$ cat src/rtl/dsb_pkg.sv
package dsb_pkg;
  // How the branch in decode (if any) steers fetch.
  typedef enum logic [1:0] {
    SEQ_NEXT  = 2'd0,  // no live branch
    BR_STALL  = 2'd1,  // resolved branch, one bubble
    BR_DELAY  = 2'd2,  // delay slot always runs
    BR_CANCEL = 2'd3   // delay slot annulled on misprediction
  } dsb_mode_e;

  function automatic dsb_mode_e pick_mode(input logic live, input logic delayed,
                                          input logic annul);
    if (!live)         return SEQ_NEXT;
    else if (!delayed) return BR_STALL;
    else if (annul)    return BR_CANCEL;
    else               return BR_DELAY;
  endfunction
endpackage

$ cat src/rtl/dsb_zero_test.sv
module dsb_zero_test #(
  parameter int XLEN = 32
) (
  input  logic [XLEN-1:0] rs_val,
  input  logic            test_nz,
  output logic            cond_taken
);
  logic is_zero;
  assign is_zero    = (rs_val == '0);
  assign cond_taken = test_nz ? !is_zero : is_zero;
endmodule

$ cat src/rtl/dsb_target_add.sv
module dsb_target_add #(
  parameter int AW   = 32,
  parameter int OFFW = 16
) (
  input  logic [AW-1:0]   br_pc,
  input  logic [OFFW-1:0] offset,
  output logic [AW-1:0]   slot_pc,
  output logic [AW-1:0]   after_pc,
  output logic [AW-1:0]   target_pc
);
  localparam int SHW = OFFW + 2;
  logic [AW-1:0] disp;

  generate
    if (AW > SHW) begin : g_extend
      assign disp = {{(AW-SHW){offset[OFFW-1]}}, offset, 2'b00};
    end else begin : g_trunc
      logic [SHW-1:0] wide;
      assign wide = {offset, 2'b00};
      assign disp = wide[AW-1:0];
    end
  endgenerate

  assign slot_pc   = br_pc + AW'(4);
  assign after_pc  = br_pc + AW'(8);
  assign target_pc = slot_pc + disp;
endmodule

$ cat src/rtl/dsb_redirect.sv
module dsb_redirect
  import dsb_pkg::*;
#(
  parameter int AW = 32
) (
  input  dsb_mode_e     mode,
  input  logic          taken,
  input  logic          pred_taken,
  input  logic [AW-1:0] cur_fetch,
  input  logic [AW-1:0] slot_pc,
  input  logic [AW-1:0] after_pc,
  input  logic [AW-1:0] target_pc,
  output logic [AW-1:0] nxt_fetch,
  output logic          nxt_bubble,
  output logic          nxt_kill
);
  always_comb begin
    nxt_fetch  = cur_fetch + AW'(4);
    nxt_bubble = 1'b0;
    nxt_kill   = 1'b0;
    case (mode)
      BR_STALL: begin
        nxt_fetch  = taken ? target_pc : slot_pc;
        nxt_bubble = 1'b1;
      end
      BR_DELAY: begin
        nxt_fetch = taken ? target_pc : after_pc;
      end
      BR_CANCEL: begin
        nxt_fetch = taken ? target_pc : after_pc;
        nxt_kill  = (taken != pred_taken);
      end
      default: ;
    endcase
  end
endmodule

$ cat src/rtl/dslot_branch_unit.sv
module dslot_branch_unit
  import dsb_pkg::*;
#(
  parameter int            XLEN     = 32,
  parameter int            AW       = 32,
  parameter int            OFFW     = 16,
  parameter logic [AW-1:0] RESET_PC = '0
) (
  input  logic            clk,
  input  logic            rst,
  input  logic            id_valid,
  input  logic            id_is_branch,
  input  logic            id_test_nz,
  input  logic            id_delayed,
  input  logic            id_annul,
  input  logic            id_pred_taken,
  input  logic [XLEN-1:0] id_rs_val,
  input  logic [AW-1:0]   id_pc,
  input  logic [OFFW-1:0] id_offset,
  output logic [AW-1:0]   fetch_pc,
  output logic            bubble,
  output logic            slot_kill
);
  logic          cond_taken;
  logic [AW-1:0] slot_pc, after_pc, target_pc, nxt_fetch;
  logic          nxt_bubble, nxt_kill;
  dsb_mode_e     mode;

  assign mode = pick_mode(id_valid && id_is_branch, id_delayed, id_annul);

  dsb_zero_test #(.XLEN(XLEN)) u_test (
    .rs_val(id_rs_val), .test_nz(id_test_nz), .cond_taken(cond_taken)
  );

  dsb_target_add #(.AW(AW), .OFFW(OFFW)) u_add (
    .br_pc(id_pc), .offset(id_offset),
    .slot_pc(slot_pc), .after_pc(after_pc), .target_pc(target_pc)
  );

  dsb_redirect #(.AW(AW)) u_redir (
    .mode(mode), .taken(cond_taken), .pred_taken(id_pred_taken),
    .cur_fetch(fetch_pc), .slot_pc(slot_pc), .after_pc(after_pc),
    .target_pc(target_pc), .nxt_fetch(nxt_fetch),
    .nxt_bubble(nxt_bubble), .nxt_kill(nxt_kill)
  );

  always_ff @(posedge clk) begin
    if (rst) begin
      fetch_pc  <= RESET_PC;
      bubble    <= 1'b0;
      slot_kill <= 1'b0;
    end else begin
      fetch_pc  <= nxt_fetch;
      bubble    <= nxt_bubble;
      slot_kill <= nxt_kill;
    end
  end

  // reset state
  a_r1_reset_state: assert property (@(posedge clk)
    rst |=> (fetch_pc == RESET_PC && !bubble && !slot_kill));

  // no live branch, sequential fetch
  a_r2_seq_advance: assert property (@(posedge clk) disable iff (rst)
    (mode == SEQ_NEXT) |=> (fetch_pc == $past(fetch_pc) + AW'(4) && !bubble && !slot_kill));

  // a non-delayed branch costs one bubble
  a_r5_stall_bubble: assert property (@(posedge clk) disable iff (rst)
    (mode == BR_STALL) |=> (bubble && !slot_kill));

  // a plain delayed branch never kills its slot
  a_r6_slot_runs: assert property (@(posedge clk) disable iff (rst)
    (mode == BR_DELAY) |=> (!slot_kill && !bubble));

  // a correct prediction keeps the slot
  a_r7_hit_keeps_slot: assert property (@(posedge clk) disable iff (rst)
    (mode == BR_CANCEL && cond_taken == id_pred_taken) |=> !slot_kill);

  // the two squash outputs are exclusive
  a_r9_exclusive: assert property (@(posedge clk) disable iff (rst)
    !(bubble && slot_kill));
endmodule

$ cat config.mk
export PLATFORM = sky130hd
export DESIGN_NAME = dslot_branch_unit
export DESIGN_NICKNAME = d
export VERILOG_FILES = /design/src/rtl/dsb_pkg.sv /design/src/rtl/dsb_zero_test.sv /design/src/rtl/dsb_target_add.sv /design/src/rtl/dsb_redirect.sv /design/src/rtl/dslot_branch_unit.sv
export SDC_FILE = /design/constraint.sdc
export NUM_CORES = 1
export LEC_CHECK = 0
export ABC_AREA = 0
export BUFFER_PORTS_ARGS = -buffer_cell sky130_fd_sc_hd__buf_2
export CORE_MARGIN = 2
export CORE_UTILIZATION = 55
export DETAILED_ROUTE_END_ITERATION = 10
export GPL_ROUTABILITY_DRIVEN = 1
export PLACE_DENSITY = 0.9
export SLEW_MARGIN = 20
export SYNTH_ARGS = -nofsm -noshare
export SYNTH_HDL_FRONTEND = slang
export SYNTH_SLANG_ARGS = --single-unit
$ cat constraint.sdc
create_clock -name clk -period 7.3 [get_ports clk]
set_clock_uncertainty 0.05 [all_clocks]
set_input_delay 0.365 -clock clk [delete_from_list [all_inputs] [get_ports clk]]
set_output_delay 0.365 -clock clk [all_outputs]
set_load 0.02 [all_outputs]
==> results.py <==
metrics = {
    "routing": {
        "vias_per_cell": 6.19,
        "dr.pass1.iters": 5,
        "avgRoutedWirePerCell_um": 16.6,
        "wl_mm": 14.0,
        "vias": 5209,
        "route.detailed.drc": 0,
        "drtAntennaViolNets": 0,
        "initialDrtViolationCount": 534,
    },
    "worst_setup_path": {
        "start_kind": "input pin",
        "crit_required_ps": 7450,
        "cp-startpoint": "id_pc[2]",
        "rr_worst_depth": 7,
        "end_kind": "flop",
        "crit_chain": "buf_2, ha_1, nand2_1, nor2_1, nand2_1, nor3_1, xnor2_1, ha_1, a21oi_1, o21ai_0, a21o_1, a211o_1, o211ai_1, o311ai_2, xnor2_1, a211oi_1",
        "worstSetupEndpoint": "fetch_pc[29]",
        "cp_slowest_cell": "nor3_1",
        "r2r-end": "fetch_pc[31]",
        "cp_max_fo": 15,
        "critPathKind": "input pin to flop",
        "r2r-start": "fetch_pc[4]",
        "cp.depth": 16,
        "critPathBufInv": 1,
        "critPathMaxStageDelay_ps": 590,
        "critPathTopFamily": "compound AO/OA/AOI/OAI gates",
        "crit_arrival_ps": 4330,
        "regToRegSetupSlack_ps": 4830,
    },
    "pwr": {
        "p_per_area_nw_per_um2": 124,
        "vdd_ir_drop_max_uv": 64.8,
        "p_leak_nw": 2.33,
    },
    "synth": {
        "syn_inst": 640,
        "syn_nets": 766,
        "synth_area_leaders": "dfxtp_1 (14%), xnor2_1 (11%), ha_1 (9.7%)",
        "yosysSeqAreaShare_pct": 14.3,
        "ys_ff_latch": 34,
        "post_synth.cell_area_avg_sq_um": 7.46,
        "yosysUniqueCellTypes": 69,
        "synthTopCellsByCount": "nand2_1 (80), nor2_1 (62), xnor2_1 (61), xor2_1 (44), a21oi_1 (38)",
        "synth_most_common_cell": "nand2_1",
        "synthArstFlopShare_pct": 0,
        "synth_top_area_cell": "dfxtp_1",
        "yosysWarningCount": 0,
        "syn-cell-area_sq_um": 4770,
        "synth_ff_type": "dfxtp_1",
        "synth_top_area_share_pct": 14.3,
        "synth-edff-count": 0,
    },
    "clock_tree": {
        "cts_buffers": 5,
        "ctsHoldBuffers": 0,
        "cts_buffer_depth": 2,
        "post_cts_buffers": 0,
        "cts_tree": "yes",
        "post_cts_resized": 0,
        "clk_latency_ps": 290,
        "clock-sinks": 34,
        "cts_root_buffer": "clkbuf_8",
        "htreeDepth": 2,
        "path_clk_slew_ps": 70,
    },
    "floorplan": {
        "row_count": 33,
        "start_util_pct": 57.5,
        "fp.dieH_um": 97.2,
        "io_pins": 122,
        "core_sq_um": 8300,
        "fp.dieW_um": 97.2,
        "fp.dieArea_sq_um": 9440,
    },
    "placed_design": {
        "portBuffers": 121,
        "dp_hpwl_mm": 11.2,
        "place.gp.congestion": 0.980,
    },
    "sta": {
        "setup_tns_ps": 0,
        "rsz0062_at_grt": "no",
        "period_minus_slack_ps": 4180,
        "worst_slew_margin_rel_pct": 47.0,
        "slew_violations": 0,
        "max_freq_mhz": 239,
        "fin_crit_sh_pct": 57.2,
        "worstMarginPinSlew_ps": 792,
        "setup_violations": 0,
        "hold_viol": 0,
    },
    "outcome": {
        "outcome": "completed",
    },
    "final_layout": {
        "syn2layout_area_growth_pct": 14.2,
        "final_core_utilization_pct": 65.7,
        "antenna_cells": 0,
        "nets": 863,
        "drive_gt1_share_pct": 20.4,
    },
    "job": {
        "cap_violations": 0,
    },
    "global_routing": {
        "grt_pass1_wl_mm": 23.0,
        "antenna_found_initial": 0,
        "track_usage_pct": 28.9,
        "grt_max_degree": 45,
        "gr-total-overflow": 0,
        "grt_pass1_vias": 4848,
    },
    "hold_path": {
        "hold_start": "id_annul",
        "hold_path.class": "input pin to flop",
    },
}
## worst min path at each step
stage / slack (ps) / depth (start not counted) / to
finish: 260 / 3 / slot_kill
global route: 270 / 3 / slot_kill
CTS: 260 / 3 / slot_kill
detailed placement: 400 / 2 / fetch_pc[1]
global placement: 390 / 2 / fetch_pc[0]
floorplan: 430 / 2 / slot_kill
## layer usage
layer  up-vias  wire [um]  GRT usage, %
met5         -          0             0
li1       2528          -             -
met4         0        372          9.86
met3        38       1230          3.96
met2       320       6350          47.1
met1      2323       6060          39.2
## power breakdown
group / internal (W) / total [W] / switching [W]
logic: 0.000133 / 0.000331 / 0.000198
registers: 0.000199 / 0.000215 / 0.0000159
clock network: 0.0000653 / 0.000132 / 0.0000671
## placed cells by master (no fill, tap or decap), types with 10 or more instances in the layout
master	n
xnor2_1	60
nor2_1	62
a21o_1	15
xor2_1	43
nand2_1	80
dfxtp_1	34
nand3_1	31
inv_1	14
a21oi_1	38
and3_1	10
buf_2	121
o21ai_0	17
nand4_1	20
ha_1	37
a211oi_1	26
## flip-flops by register name, summed over array words and instances, names as in the netlist
name       count
slot_kill      1
fetch_pc      32
bubble         1
## per-stage QoR
stage               cells  total power [W]  hold slack (ps)  setup WS (ps)  area [sq um]
finish                842         0.000678              256           3120          5450
global route          842         0.000713              270           2750          5450
CTS                   842         0.000671              256           3230          5440
detailed placement    835         0.000540              401           2950          5360
global placement      835         0.000530              389           3090          5360
floorplan             640         0.000442              434           3660          4770
## tightest hold or removal path, cell delays in order
cell and delay (ps):
buf_2 90, nand2_1 50, nor4_1 40
## area by class of cell
class,instances,area [sq um]
timing repair buffer,123,621
fill,723,2850
multi-input combinational,559,3890
clock inverter,1,7.51
tap,105,131
inverter,14,52.6
clock buffer,6,72.6
sequential,34,681
## cells by family (layout without fill, tap and decap cells)
| kind of cell | Yosys count | after routing | share of synthesized area [%] |
|---|---|---|---|
| xor gates and xnor gates | 105 | 105 | 19.3 |
| and+or+nand+nor | 254 | 254 | 26.8 |
| adders and majority gates | 38 | 38 | 10.1 |
| AOI/OAI and AO/OA | 156 | 156 | 23.1 |
| DFF | 34 | 34 | 14.3 |
| buffers and inverters | 47 | 144 | 4.90 |
| muxes | 6 | 6 | 1.55 |
No activity file was read; power rests on OpenSTA's default activity.
